`src/rtl/rsc_pkg.sv`:
```
package rsc_pkg;
  localparam int CMD_W     = 5;
  localparam int CB_PWROFF = 0;
  localparam int CB_FULL   = 1;
  localparam int CB_NORMAL = 2;
  localparam int CB_MEM    = 3;
  localparam int CB_SLEEP  = 4;
  localparam int STAT_W    = 8;
  localparam int STAT_WDT  = 1;
  localparam int NUM_LINES = 3;

  typedef enum logic [1:0] {
    SEQ_IDLE = 2'd0,
    SEQ_HOLD = 2'd1,
    SEQ_WAIT = 2'd2
  } seq_state_e;

  // bit 2 = primary, bit 1 = secondary, bit 0 = memory; 1 = assert
  typedef struct packed {
    logic soc;
    logic sec;
    logic mem;
  } line_mask_t;
endpackage

```
`src/rtl/rsc_decode.sv`:
```
module rsc_decode
  import rsc_pkg::*;
(
  input  logic [CMD_W-1:0] bits,
  input  logic             legacy_mode,
  output line_mask_t       mask,
  output logic             any_reset
);
  always_comb begin
    mask.soc  = bits[CB_FULL];
    mask.sec  = bits[CB_FULL] | bits[CB_NORMAL];
    mask.mem  = bits[CB_FULL] | bits[CB_MEM] | (bits[CB_NORMAL] & legacy_mode);
    any_reset = bits[CB_FULL] | bits[CB_NORMAL] | bits[CB_MEM];
  end
endmodule

```
`src/rtl/rsc_timer.sv`:
```
module rsc_timer
  import rsc_pkg::*;
#(
  parameter int HOLD_CYC   = 5000,
  parameter int REINIT_CYC = 100000
) (
  input  logic clk,
  input  logic rst_n,
  input  logic start,
  output logic holding,
  output logic busy,
  output logic reinit_pulse
);
  localparam int MAX_CYC = (HOLD_CYC > REINIT_CYC) ? HOLD_CYC : REINIT_CYC;
  localparam int CNT_W   = $clog2(MAX_CYC + 1);
  localparam logic [CNT_W-1:0] HOLD_LAST   = CNT_W'(HOLD_CYC - 1);
  localparam logic [CNT_W-1:0] REINIT_LAST = CNT_W'(REINIT_CYC - 1);

  seq_state_e       state_q;
  logic [CNT_W-1:0] cnt_q;
  logic             pulse_q;

  always_ff @(posedge clk or negedge rst_n) begin
    if (!rst_n) begin
      state_q <= SEQ_IDLE;
      cnt_q   <= '0;
      pulse_q <= 1'b0;
    end else begin
      pulse_q <= 1'b0;
      unique case (state_q)
        SEQ_IDLE: begin
          if (start) begin
            state_q <= SEQ_HOLD;
            cnt_q   <= '0;
          end
        end
        SEQ_HOLD: begin
          if (cnt_q == HOLD_LAST) begin
            state_q <= SEQ_WAIT;
            cnt_q   <= '0;
          end else begin
            cnt_q <= cnt_q + 1'b1;
          end
        end
        SEQ_WAIT: begin
          if (cnt_q == REINIT_LAST) begin
            state_q <= SEQ_IDLE;
            cnt_q   <= '0;
            pulse_q <= 1'b1;
          end else begin
            cnt_q <= cnt_q + 1'b1;
          end
        end
        default: begin
          state_q <= SEQ_IDLE;
          cnt_q   <= '0;
        end
      endcase
    end
  end

  assign holding      = (state_q == SEQ_HOLD);
  assign busy         = (state_q != SEQ_IDLE);
  assign reinit_pulse = pulse_q;
endmodule

```
`src/rtl/rsc_lines.sv`:
```
module rsc_lines
  import rsc_pkg::*;
(
  input  logic              clk,
  input  logic              rst_n,
  input  logic              accept,
  input  logic              start,
  input  line_mask_t        mask,
  input  logic              holding,
  input  logic              normal_req,
  input  logic              pwr_req,
  input  logic              sleep_req,
  input  logic              halt_set,
  input  logic              wdt_event,
  output logic              soc_rst_n,
  output logic              sec_rst_n,
  output logic              mem_rst_n,
  output logic              legacy_rst,
  output logic              pwr_off_req,
  output logic              sleep_pulse,
  output logic [STAT_W-1:0] status_o
);
  logic [NUM_LINES-1:0] mask_q;
  logic [NUM_LINES-1:0] low;
  logic                 halt_q, pwr_q, sleep_q, legacy_q, wdt_q;

  always_ff @(posedge clk or negedge rst_n) begin
    if (!rst_n) begin
      mask_q   <= '0;
      halt_q   <= 1'b0;
      pwr_q    <= 1'b0;
      sleep_q  <= 1'b0;
      legacy_q <= 1'b0;
      wdt_q    <= 1'b0;
    end else begin
      if (start) mask_q <= mask;
      if (halt_set) halt_q <= 1'b1;
      if (accept && pwr_req) pwr_q <= 1'b1;
      if (wdt_event) wdt_q <= 1'b1;
      sleep_q  <= accept & sleep_req;
      legacy_q <= start & normal_req;
    end
  end

  for (genvar i = 0; i < NUM_LINES; i++) begin : g_line
    assign low[i] = holding & mask_q[i];
  end

  assign soc_rst_n   = ~(low[2] | halt_q);
  assign sec_rst_n   = ~low[1];
  assign mem_rst_n   = ~low[0];
  assign legacy_rst  = legacy_q;
  assign pwr_off_req = pwr_q;
  assign sleep_pulse = sleep_q;

  always_comb begin
    status_o           = '0;
    status_o[STAT_WDT] = wdt_q;
  end
endmodule

```
`src/rtl/reset_sequencer.sv`:
```
module reset_sequencer
  import rsc_pkg::*;
#(
  parameter int CYC_PER_MS = 1000,
  parameter int HOLD_MS    = 5,
  parameter int REINIT_MS  = 100
) (
  input  logic              clk,
  input  logic              rst_n,
  input  logic              cmd_we,
  input  logic [CMD_W-1:0]  cmd_bits,
  input  logic              legacy_mode,
  input  logic              halt_we,
  input  logic              halt_bit,
  input  logic              wdt_event,
  output logic              soc_rst_n,
  output logic              sec_rst_n,
  output logic              mem_rst_n,
  output logic              legacy_rst,
  output logic              reinit_pulse,
  output logic              pwr_off_req,
  output logic              sleep_pulse,
  output logic              busy,
  output logic [STAT_W-1:0] status_o
);
  localparam int HOLD_CYC   = CYC_PER_MS * HOLD_MS;
  localparam int REINIT_CYC = CYC_PER_MS * REINIT_MS;

  line_mask_t mask;
  logic       any_reset, accept, start, holding, busy_i;

  assign accept = cmd_we & ~busy_i;
  assign start  = accept & any_reset;
  assign busy   = busy_i;

  rsc_decode u_decode (
    .bits        (cmd_bits),
    .legacy_mode (legacy_mode),
    .mask        (mask),
    .any_reset   (any_reset)
  );

  rsc_timer #(
    .HOLD_CYC   (HOLD_CYC),
    .REINIT_CYC (REINIT_CYC)
  ) u_timer (
    .clk          (clk),
    .rst_n        (rst_n),
    .start        (start),
    .holding      (holding),
    .busy         (busy_i),
    .reinit_pulse (reinit_pulse)
  );

  rsc_lines u_lines (
    .clk         (clk),
    .rst_n       (rst_n),
    .accept      (accept),
    .start       (start),
    .mask        (mask),
    .holding     (holding),
    .normal_req  (cmd_bits[CB_NORMAL]),
    .pwr_req     (cmd_bits[CB_PWROFF]),
    .sleep_req   (cmd_bits[CB_SLEEP]),
    .halt_set    (halt_we & halt_bit),
    .wdt_event   (wdt_event),
    .soc_rst_n   (soc_rst_n),
    .sec_rst_n   (sec_rst_n),
    .mem_rst_n   (mem_rst_n),
    .legacy_rst  (legacy_rst),
    .pwr_off_req (pwr_off_req),
    .sleep_pulse (sleep_pulse),
    .status_o    (status_o)
  );
endmodule

```
`config.mk`:
```
export PLATFORM = sky130hd
export DESIGN_NAME = reset_sequencer
export DESIGN_NICKNAME = d
export VERILOG_FILES = /design/src/rtl/rsc_pkg.sv /design/src/rtl/rsc_decode.sv /design/src/rtl/rsc_timer.sv /design/src/rtl/rsc_lines.sv /design/src/rtl/reset_sequencer.sv
export SDC_FILE = /design/constraint.sdc
export NUM_CORES = 1
export LEC_CHECK = 0
export BUFFER_PORTS_ARGS = -buffer_cell sky130_fd_sc_hd__buf_2
export CORE_MARGIN = 2
export CORE_UTILIZATION = 40
export CTS_CLUSTER_SIZE = 25
export DETAILED_ROUTE_END_ITERATION = 8
export GPL_ROUTABILITY_DRIVEN = 0
export PLACE_DENSITY_LB_ADDON = 0.25
export SYNTH_ARGS = -nofsm -noshare
export SYNTH_HDL_FRONTEND = slang
export SYNTH_SLANG_ARGS = --single-unit
```
`constraint.sdc`:
```
create_clock -name clk -period 2.8 [get_ports clk]
set_clock_uncertainty 0.05 [all_clocks]
set_input_delay 0.28 -clock clk [delete_from_list [all_inputs] [get_ports clk]]
set_output_delay 0.28 -clock clk [all_outputs]
set_load 0.02 [all_outputs]
```
==> impl_results.md, run 1 <==
* Starting Density at 0.410
* Mapped Area at between 0.0015 and 0.002 mm2
* Most instantiated flip-flop cell in the synthesis netlist: sky130_fd_sc_hd__dfrtp_1
* Via Count at 1355
* Post-Route WL at 3580 um
* Setup crit start kind: flop
* Post-Layout Cell Count at 245
* Synth-to-layout area growth at 10.5%
* Port buffer count at 20
* Ratio of cells with drive above 1 in the final layout at 0.169
* Critical Path Slowest Stage Cell: sky130_fd_sc_hd__dfrtp_1
* Fraction of post-synthesis cell area in the top cell type by area at 0.430
* RSZ-0062 raised after global routing: false
* Final critical delay including setup and external delays at ~2300 ps
* Overall routing resource usage at 0.169
* Area contributors post-synth: sky130_fd_sc_hd__dfrtp_1 (43%), sky130_fd_sc_hd__nand2_1 (5.3%), sky130_fd_sc_hd__nand3_1 (4.3%)
* Cell count after synthesis at around 180
* Total Die Area at roughly 0.0046 mm2
* Required time at the worst-slack endpoint at about 2900 ps
* Sink Count at 28
* Buffer cell driving the clock tree root: sky130_fd_sc_hd__clkbuf_8
* Register area share after synthesis at 0.430
* End-of-flow core utilization at 0.453
* Clock latency on the worst-skew pair at roughly 270 ps
* Clock transition at the register clock pins on the worst setup and hold paths after CTS at around 100 ps
* Avg Vias per Cell at roughly 5.5
* Die width at a little under 70 um
* Worst slew margin at 0.570
* Cell Rows at 23
* Critical path peak fanout at 10
* Area occupied by multi-input gates at around 840 um2
* Fraction of the cycle the final worst path needs at 0.813
* Most frequent standard cell in the layout excluding fill and tap cells: sky130_fd_sc_hd__dfrtp_1
* Max-cap violations at 0
* FF+latch count, synth at 28
* Post-layout nets at approximately 210
* Warnings, synthesis at 0
* Static Leakage at slightly below 0.8 nW
* Count of antenna-violating nets left after detailed routing at 0
* Max frequency at around 440 MHz
* Sum of negative setup slack at 0 ps
* Post-CTS Setup Bufs at 0
* Total power at roughly 680 uW
* Cell chain of the critical path: nor4b_1 -> and4_1 -> a2bb2oi_2 -> nor2_1 -> a22o_1
* Fin. Hold Viols at 0
* Largest area contributor in the synthesized netlist: sky130_fd_sc_hd__dfrtp_1
* Top library cells by usage in the layout, fill and taps aside: sky130_fd_sc_hd__dfrtp_1 (28), sky130_fd_sc_hd__nand2_1 (23), sky130_fd_sc_hd__buf_2 (20)
* Wire per inst at about 15 um
* EDFF count, synth at 0
* DRC viols at 0
* Endpoint kind of the worst setup timing path: flop
* CTS H-Tree Depth at 1
* TritonCTS clock tree: built
* Worst-case vdd ir drop at between 0.2 and 0.25 mV
* 1st-pass router iterations at 4
* Total gr overflow at 0
* Power density over the cells at between 300 and 400 mW/mm2
* DRC violation total after the first TritonRoute iteration at 73
* Result of the run: finished, final reports clean
* CP Class: reg -> reg
* Final Setup Violations at 0
* Worst hold-check path type: in -> reg
* Max-slew violation count at 0
* Number of clock buffers inserted by TritonCTS at 3
* First-pass GRT wire length at about 5900 um
* Maximum buffer depth of the clock tree at 2
* DP HPWL at about 2500 um
* Mean Syn Cell Area at roughly 9.2 um2
* Worst path max stage delay at 490 ps
* Antenna violations before repair at 0
* Die Ht at around 68 um
* Via count of the first global-routing pass at 1280
* Flip-flop and latch area at ~700 um2
* Arrival time at the worst endpoint at 2390 ps
* Io pins at 28
* Largest net degree at the start of global routing at 29
* Core box area at 0.00397 mm2
* Total inserted antenna cells at 0
* Async set or reset register ratio after synthesis at 1.00
* Tightest Pin Transition at around 650 ps
* Instance count after placement with tap cells included at 240
* Fill cell count at just under 400
* Number of distinct library cell variants in the gate-level netlist after synthesis at slightly above 40
[power by group]
| part | leakage, nW | internal, mW | switching, mW |
|---|---|---|---|
| sequential | 0.325 | 0.404 | 0.0000000156 |
| clock | 0.0288 | 0.126 | 0.126 |
| combinational | 0.437 | 0.00727 | 0.0218 |
[registers in the layout, summed over array words and instances, names as in the netlist]
name / count
u_lines.mask_q: 3
u_lines.pwr_off_req: 1
u_lines.wdt_q: 1
u_timer.cnt_q: 17
u_lines.sleep_pulse: 1
u_timer.reinit_pulse: 1
u_lines.halt_q: 1
u_timer.state_q: 2
u_lines.legacy_rst: 1
[cell usage after synthesis, types with 2 or more instances]
master and number:
sky130_fd_sc_hd__nand2_1 23, sky130_fd_sc_hd__o311ai_0 4, sky130_fd_sc_hd__dfrtp_1 28, sky130_fd_sc_hd__and2_1 3
sky130_fd_sc_hd__or4_1 3, sky130_fd_sc_hd__nor3_1 2, sky130_fd_sc_hd__nand3_1 14, sky130_fd_sc_hd__nor4b_1 2
sky130_fd_sc_hd__o31ai_1 3, sky130_fd_sc_hd__and3_1 3, sky130_fd_sc_hd__a22o_1 6, sky130_fd_sc_hd__a21o_1 2
sky130_fd_sc_hd__o21ai_0 9, sky130_fd_sc_hd__a21oi_1 8, sky130_fd_sc_hd__inv_1 9, sky130_fd_sc_hd__buf_4 8
sky130_fd_sc_hd__nand4_1 5, sky130_fd_sc_hd__nor2_1 11, sky130_fd_sc_hd__or3_1 2, sky130_fd_sc_hd__clkbuf_1 4
sky130_fd_sc_hd__o2bb2ai_1 2, sky130_fd_sc_hd__ha_1 5, sky130_fd_sc_hd__nor4bb_1 3
[critical path: cells and delay by family, from the launching register on]
kind / cells / cell delay (ps)
flops: 1 / 490
compound gates: 2 / 640
simple gates: 3 / 980
[path summary, 6_finish.rpt]
path | end | depth (start not counted) | slack (ps) | start
setup / recovery | u_timer.cnt_q[2]$_DFFE_PN0P_ | 5 | 520 | u_timer.cnt_q[5]$_DFFE_PN0P_
hold / removal | u_lines.wdt_q$_DFFE_PN0P_ | 2 | 150 | wdt_event
setup reg to reg | u_timer.cnt_q[2]$_DFFE_PN0P_ | 5 | 520 | u_timer.cnt_q[5]$_DFFE_PN0P_
hold reg to reg | u_lines.pwr_off_req$_DFFE_PN0P_ | 1 | 410 | u_lines.pwr_off_req$_DFFE_PN0P_
max in group asynchronous | u_timer.cnt_q[2]$_DFFE_PN0P_ | 2 | 1770 | rst_n
min in group asynchronous | u_timer.cnt_q[12]$_DFFE_PN0P_ | 2 | 510 | rst_n
[timing repair]
item,CTS,global route
hold buffers,1,0
endpoints found under the hold margin,28,0
gates resized for setup,0,0
endpoints found under the setup margin,0,0
[metal layers]
layer  GRT usage  part of all wire  vias up
li1            -                 -      672
met1       0.224              0.47      650
met2       0.278              0.48       31
met3      0.0417             0.042        2
met4      0.0400            0.0047        0
met5           0                 0        -
[stage by stage]
step	cell area (um2)	setup WS [ps]	hold slack, ps
finish	1800	522	150
global route	1800	321	139
CTS	1800	521	149
detailed placement	1730	544	298
global placement	1730	633	284
floorplan	1650	762	-65.6
[logic make-up after synthesis]
logic type | share of synthesized area
flops | 0.430
fa+ha+maj | 0.0384
other cells | 0.00230
compound gates | 0.183
buf+inv | 0.0699
simple gates | 0.276
[cell type report]
type	instances	area share
repair buffers	21	0.0612
inverters	9	0.0188
well taps	50	0.0348
multi-input cells	133	0.465
flip-flops and latches	28	0.390
clock buffers	4	0.0306
Power figures use the tool's default switching activity.
==> run 2, diff against run 1 <==
Clock period 2.8 ns to 1.87 ns, I/O delays scaled along.
==> run 2 against run 1 <==
Net effect:
- the flow now finishes with violations (setup timing)
- routed wire length is 26% higher
- final cell count is 17% higher
- worst hold slack worse by 100 ps
- non-clock buffer count grew 43
- clock-buffer cell count is 1 lower
- combinational power up 49%
- sequential power up 50%
- maximum frequency is 17% higher
- register-to-register slack lost 600 ps
- clock power rose by 28%
- cell area up 29%
==> impl_results.md, run 2 (synthesis gave the netlist of run 1 again) <==
* Result of the run: finished with violations
* Failing checks: setup timing
* End-of-flow core utilization at 0.584 (+0.131)
* Max frequency at 514 MHz (+17%)
* Fill cell count at 331 (-16%)
* Static Leakage at 1.05 nW (+33%)
* Power density over the cells at 419 mW/mm2 (+10%)
* Number of clock buffers inserted by TritonCTS at 3 (unchanged)
* Worst slew margin at 0.580 (+0.00978)
* Max-cap violations at 0 (unchanged)
* Setup crit start kind: flop
* Clock transition at the register clock pins on the worst setup and hold paths after CTS at 90 ps (about the same)
* Worst hold-check path type: in -> reg
* Capture point of the critical path: u_timer.cnt_q[14]$_DFFE_PN0P_
* Worst R2R Path Depth at 6 (+1)
* Io pins at 28 (unchanged)
* Min Hold Slack at 49.1 ps (-101 ps)
* Final Setup Violations at 14 (+14)
* CP delay by family, top: simple AND/OR/NAND/NOR gates
* Worst path max stage delay at 430 ps (-60 ps)
* Register with the most flip-flops: u_timer.cnt_q
* Buffer cell driving the clock tree root: sky130_fd_sc_hd__clkbuf_8
* Arrival time at the worst endpoint at 2110 ps (-280 ps)
* Post-Route WL at 4530 um (+26%)
* Final critical delay including setup and external delays at 1950 ps (-331 ps)
* Critical path peak fanout at 4 (-6)
* Overall routing resource usage at 0.205 (+0.0359)
* First-pass GRT wire length at 7190 um (+22%)
* DRC viols at 0 (unchanged)
* Avg Vias per Cell at 5.62 (+1.6%)
* DP HPWL at 3180 um (+26%)
* Die Ht at 67.8 um (unchanged)
* Cell Rows at 23 (unchanged)
* Max-slew violation count at 0 (unchanged)
* Starting Density at 0.410 (unchanged)
* TritonCTS clock tree: built
* Via Count at 1613 (+19%)
* Critical Path Slowest Stage Cell: sky130_fd_sc_hd__or4_4
* Area occupied by multi-input gates at 0.00101 mm2 (+21%)
* Post-layout nets at 256 (+20%)
* CTS H-Tree Depth at 1 (unchanged)
* Placed cell areas at 0.00199 mm2 (+15%)
* Top library cells by usage in the layout, fill and taps aside: sky130_fd_sc_hd__buf_4 (37), sky130_fd_sc_hd__dfrtp_1 (28), sky130_fd_sc_hd__nand2_1 (22)
* Largest net degree at the start of global routing at 29 (unchanged)
* Total inserted antenna cells at 0 (unchanged)
* Via count of the first global-routing pass at 1511 (+18%)
* Wire per inst at 15.8 um (+7.9%)
* Levels on crit path at 6 (+1)
* Flip-flop and latch area at 701 um2 (unchanged)
* Synth-to-layout area growth at 42.4%
* Total gr overflow at 0 (unchanged)
* Post-Layout Inst Area at 0.00232 mm2 (+29%)
* Antenna violations before repair at 0 (unchanged)
* Maximum buffer depth of the clock tree at 2 (unchanged)
* Clock latency on the worst-skew pair at 270 ps (about the same)
* DRC violation total after the first TritonRoute iteration at 99 (+36%)
* Most frequent standard cell in the layout excluding fill and tap cells: sky130_fd_sc_hd__buf_4
* Buffering stage count on the worst path with inverters included at 0 (unchanged)
* Core box area at 0.00397 mm2 (unchanged)
* CP Class: reg -> reg
* Sink Count at 28 (unchanged)
* RR Startpoint: u_timer.cnt_q[1]$_DFFE_PN0P_
* Endpoint kind of the worst setup timing path: flop
* Max FFs per register at 17 (unchanged)
* Slack of the critical path at -76.2 ps (-599 ps)
* Tightest Pin Transition at 631 ps (-14.7 ps)
* RSZ-0062 raised after global routing: true
* Startpoint of the most critical setup path: u_timer.cnt_q[1]$_DFFE_PN0P_
* Required time at the worst-slack endpoint at 2030 ps (-880 ps)
* Worst-case vdd ir drop at 0.204 mV (-17%)
* Ratio of cells with drive above 1 in the final layout at 0.409 (+0.240)
* Most frequent cell on the critical path: sky130_fd_sc_hd__or4_4
* Cell chain of the critical path: ha_4 -> and4_4 -> nand4_4 -> or4_4 -> or4_4 -> nand3_1
* Largest registers in the final layout: u_timer.cnt_q (17), u_lines.mask_q (3), u_timer.state_q (2)
* Die width at 67.8 um (unchanged)
* Total Die Area at 0.00460 mm2 (unchanged)
* 1st-pass router iterations at 5 (+1)
* Sum of negative setup slack at -633 ps (-633 ps)
* Fraction of the cycle the final worst path needs at 1.04 (+0.227)
* Count of antenna-violating nets left after detailed routing at 0 (unchanged)
* R2r setup slk at -80 ps (-600 ps)
* Port buffer count at 20 (unchanged)
* End of the worst register-to-register path: u_timer.cnt_q[14]$_DFFE_PN0P_
* Fin. Hold Viols at 0 (unchanged)
==> run 2: how the worst min path moves through the flow <==
stage | endpoint | slack [ps] | depth (start not counted) | start
5_1_grt | u_lines.wdt_q$_DFFE_PN0P_ | 40 | 2 | wdt_event
2_1_floorplan | u_lines.halt_q$_DFFE_PN0P_ | -160 | 0 | rst_n
4_1_cts | u_lines.wdt_q$_DFFE_PN0P_ | 40 | 2 | wdt_event
3_3_place_gp | u_lines.wdt_q$_DFFE_PN0P_ | 190 | 1 | rst_n
3_5_place_dp | u_lines.wdt_q$_DFFE_PN0P_ | 210 | 1 | rst_n
6_report | u_lines.wdt_q$_DFFE_PN0P_ | 50 | 2 | wdt_event
==> run 2: layout make-up <==
type | count | area share
Multi-Input combinational cell | 133 | 0.434
Sequential cell | 28 | 0.302
Timing Repair Buffer | 64 | 0.204
Tap cell | 50 | 0.0270
Clock buffer | 3 | 0.0178
Inverter | 9 | 0.0146
==> run 2: worst register-to-register path: stages (launching register included) <==
cell and delay, ps:
sky130_fd_sc_hd__dfrtp_1 420, sky130_fd_sc_hd__ha_4 160, sky130_fd_sc_hd__and4_4 240, sky130_fd_sc_hd__nand4_4 100, sky130_fd_sc_hd__or4_4 430, sky130_fd_sc_hd__or4_4 420
sky130_fd_sc_hd__nand3_1 80
==> run 2: layer usage <==
metal | GRT usage | vias up | share of wire
li1 | - | 756 | -
met1 | 0.274 | 801 | 0.42
met2 | 0.358 | 52 | 0.52
met5 | 0 | - | 0
met4 | 0.0450 | 0 | 0.0084
met3 | 0.0200 | 4 | 0.051
==> run 2: timing repair <==
action                                 CTS  global route
buffers inserted                         8             4
gates cloned                             0             0
pin swaps                               15             4
hold buffers                             1             0
endpoints found under the hold margin   28             0
gates resized for setup                 25            11
setup endpoints to repair               18            18
==> run 2: per-stage QoR <==
step                power [mW]  setup WS [ps]  cells
finish                   0.971          -76.2    287
global route              1.01           -134    287
CTS                      0.990          -55.7    283
detailed placement       0.660           -349    271
global placement         0.658           -205    271
floorplan                0.643          -48.7    183
==> run 2: power by group <==
part           switching [mW]  internal, mW
combinational          0.0323        0.0109
clock                   0.179         0.145
sequential       0.0000000228         0.605
total                   0.211         0.760
==> run 3, diff against run 2 <==
Settings changed: SETUP_SLACK_MARGIN set to 0.15.
==> run 3 against run 2 <==
Net effect:
- the run still ends with setup timing left
- worst hold slack gained 7.0 ps
- via count up 0.12%
- register-to-register slack is essentially flat
- clock-buffer cell count unchanged
- die area did not move
- utilization down 0.95 points
==> impl_results.md, run 3 (synthesis gave the netlist of run 1 again) <==
* Result of the run: finished with violations
* Failing checks: setup timing
* Critical Path Slowest Stage Cell: sky130_fd_sc_hd__or4_4
* DP HPWL at 3080 um (-3.1%)
* CP Class: reg -> reg
* Largest net degree at the start of global routing at 29 (unchanged)
* Post-Layout Cell Count at 284 (-1.0%)
* Met1 layer wirelength in the final routing at 1910 um (-0.16%)
* CTS H-Tree Depth at 1 (unchanged)
* Final critical delay including setup and external delays at 1930 ps (-13.7 ps)
* Post-Layout Inst Area at 0.00228 mm2 (-1.6%)
* Total gr overflow at 0 (unchanged)
* Instance count after placement with tap cells included at 274 (+1.1%)
* Avg Vias per Cell at 5.69 (+1.2%)
* Maximum buffer depth of the clock tree at 2 (unchanged)
* Die width at 67.8 um (unchanged)
* Post-Route WL at 4630 um (+2.3%)
* Most frequent standard cell in the layout excluding fill and tap cells: sky130_fd_sc_hd__buf_4
* Power density over the cells at 428 mW/mm2 (+2.3%)
* Synth-to-layout area growth at 40.1%
* Total Die Area at 0.00460 mm2 (unchanged)
* Area occupied by multi-input gates at 0.00102 mm2 (+0.99%)
* 1st-pass router iterations at 4 (-1)
* Sum of negative setup slack at -206 ps (+427 ps)
* TritonCTS clock tree: built
* Via Count at 1615 (+0.12%)
* Top library cells by usage in the layout, fill and taps aside: sky130_fd_sc_hd__buf_4 (36), sky130_fd_sc_hd__dfrtp_1 (28), sky130_fd_sc_hd__nand2_1 (22)
* Cell chain of the critical path: ha_2 -> and4_4 -> nand4_4 -> or4_4 -> or4_1 -> nand3_1
* DRC viols at 0 (unchanged)
* Critical path peak fanout at 4 (unchanged)
* Arrival time at the worst endpoint at 2100 ps (about the same)
* Highest metal layer used by the detailed router: met4
* Worst hold-check path type: in -> reg
* Sink Count at 28 (unchanged)
* First-pass GRT wire length at 7110 um (-1.1%)
* RSZ-0062 raised after global routing: true
* Ratio of cells with drive above 1 in the final layout at 0.423 (+0.0138)
* Number of clock buffers inserted by TritonCTS at 3 (unchanged)
* Required time at the worst-slack endpoint at 2040 ps (about the same)
* Starting Density at 0.410 (unchanged)
* Tightest Pin Transition at 652 ps (+21.7 ps)
* Fin. Hold Viols at 0 (unchanged)
* Max-cap violations at 0 (unchanged)
* Overall routing resource usage at 0.210 (+0.00448)
* Static Leakage at 1.03 nW (-1.9%)
* Post-layout nets at 253 (-1.2%)
* Register with the most flip-flops: u_timer.cnt_q
* Max frequency at 517 MHz (+0.71%)
* Fill cell count at 346 (+4.5%)
* Count of antenna-violating nets left after detailed routing at 0 (unchanged)
* Wire per inst at 16.3 um (+3.4%)
* Clock transition at the register clock pins on the worst setup and hold paths after CTS at 90 ps (about the same)
* Flip-flop and latch area at 701 um2 (unchanged)
* Setup crit start kind: flop
* Max-slew violation count at 0 (unchanged)
* Placed cell areas at 0.00202 mm2 (+1.1%)
* Largest registers in the final layout: u_timer.cnt_q (17), u_lines.mask_q (3), u_timer.state_q (2)
* Port buffer count at 20 (unchanged)
* Io pins at 28 (unchanged)
* Via count of the first global-routing pass at 1493 (-1.2%)
* DRC violation total after the first TritonRoute iteration at 91 (-8.1%)
* Final Setup Violations at 8 (-6)
* Slack of the critical path at -62.4 ps (+13.7 ps)
* Detailed-routed wire length on met2 at 2360 um (+0.34%)
* Antenna violations before repair at 0 (unchanged)
* Worst slew margin at 0.565 (-0.0144)
* Max FFs per register at 17 (unchanged)
* Worst path max stage delay at 430 ps (about the same)
* Total inserted antenna cells at 0 (unchanged)
* Cell Rows at 23 (unchanged)
* Core box area at 0.00397 mm2 (unchanged)
* DR WL met3 at 306 um (+34%)
* Clock latency on the worst-skew pair at 270 ps (about the same)
* Fraction of the cycle the final worst path needs at 1.03 (-0.00734)
* Die Ht at 67.8 um (unchanged)
* Endpoint kind of the worst setup timing path: flop
* Worst-case vdd ir drop at 0.214 mV (+4.8%)
* Buffer cell driving the clock tree root: sky130_fd_sc_hd__clkbuf_8
## run 3: final timing paths
path                                                  from                               to  slack, ps  depth (start not counted)
min in group asynchronous                            rst_n     u_lines.legacy_rst$_DFF_PN0_        420                          2
max reg2reg                   u_timer.cnt_q[1]$_DFFE_PN0P_    u_timer.cnt_q[14]$_DFFE_PN0P_        -60                          6
max                           u_timer.cnt_q[1]$_DFFE_PN0P_    u_timer.cnt_q[14]$_DFFE_PN0P_        -60                          6
min reg2reg                u_lines.pwr_off_req$_DFFE_PN0P_  u_lines.pwr_off_req$_DFFE_PN0P_        420                          1
min                                              wdt_event        u_lines.wdt_q$_DFFE_PN0P_         60                          2
max in group asynchronous                            rst_n     u_timer.cnt_q[9]$_DFFE_PN0P_        930                          2
## run 3: layout make-up
type | instances | area share
Clock buffer | 3 | 0.0181
Inverter | 9 | 0.0148
Multi-Input combinational cell | 133 | 0.446
Sequential cell | 28 | 0.307
Tap cell | 50 | 0.0274
Timing Repair Buffer | 61 | 0.187
## run 3: repair_timing
item,CTS,global route
setup buffers,4,2
hold buffers,1,0
pin swaps,13,4
gates resized for setup,24,16
hold endpoints to repair,28,0
setup endpoints to repair,19,19
## run 3: metrics by stage
stage | total power, mW | util | hold slack [ps] | worst slack, ps
final | 0.977 | 0.574 | 56.1 | -62.4
after CTS | 0.991 | 0.552 | 53.5 | -50.3
after floorplan | 0.643 | - | -159 | -48.4
after global placement | 0.658 | 0.508 | 190 | -52.4
after global routing | 1.02 | 0.574 | 47.7 | -170
after detailed placement | 0.659 | 0.508 | 205 | -200
## run 3: worst max-delay path: cells and delay by family (launching register included)
kind | cells | cell delay (ps)
adder cells (fa/ha/maj) | 1 | 190
flip-flops | 1 | 370
AND/OR/NAND/NOR | 5 | 1260
## run 3: report_power, final
part / internal (mW) / total (mW) / switching, mW
sequential: 0.605 / 0.605 / 0.0000000220
clock: 0.145 / 0.329 / 0.184
combinational: 0.0109 / 0.0433 / 0.0324
total: 0.761 / 0.977 / 0.217
## run 3: per-layer routing
layer | up-vias | global-route usage
met1 | 782 | 0.267
li1 | 754 | -
met2 | 71 | 0.362
met5 | - | 0
met4 | 0 | 0.0650
met3 | 8 | 0.0350
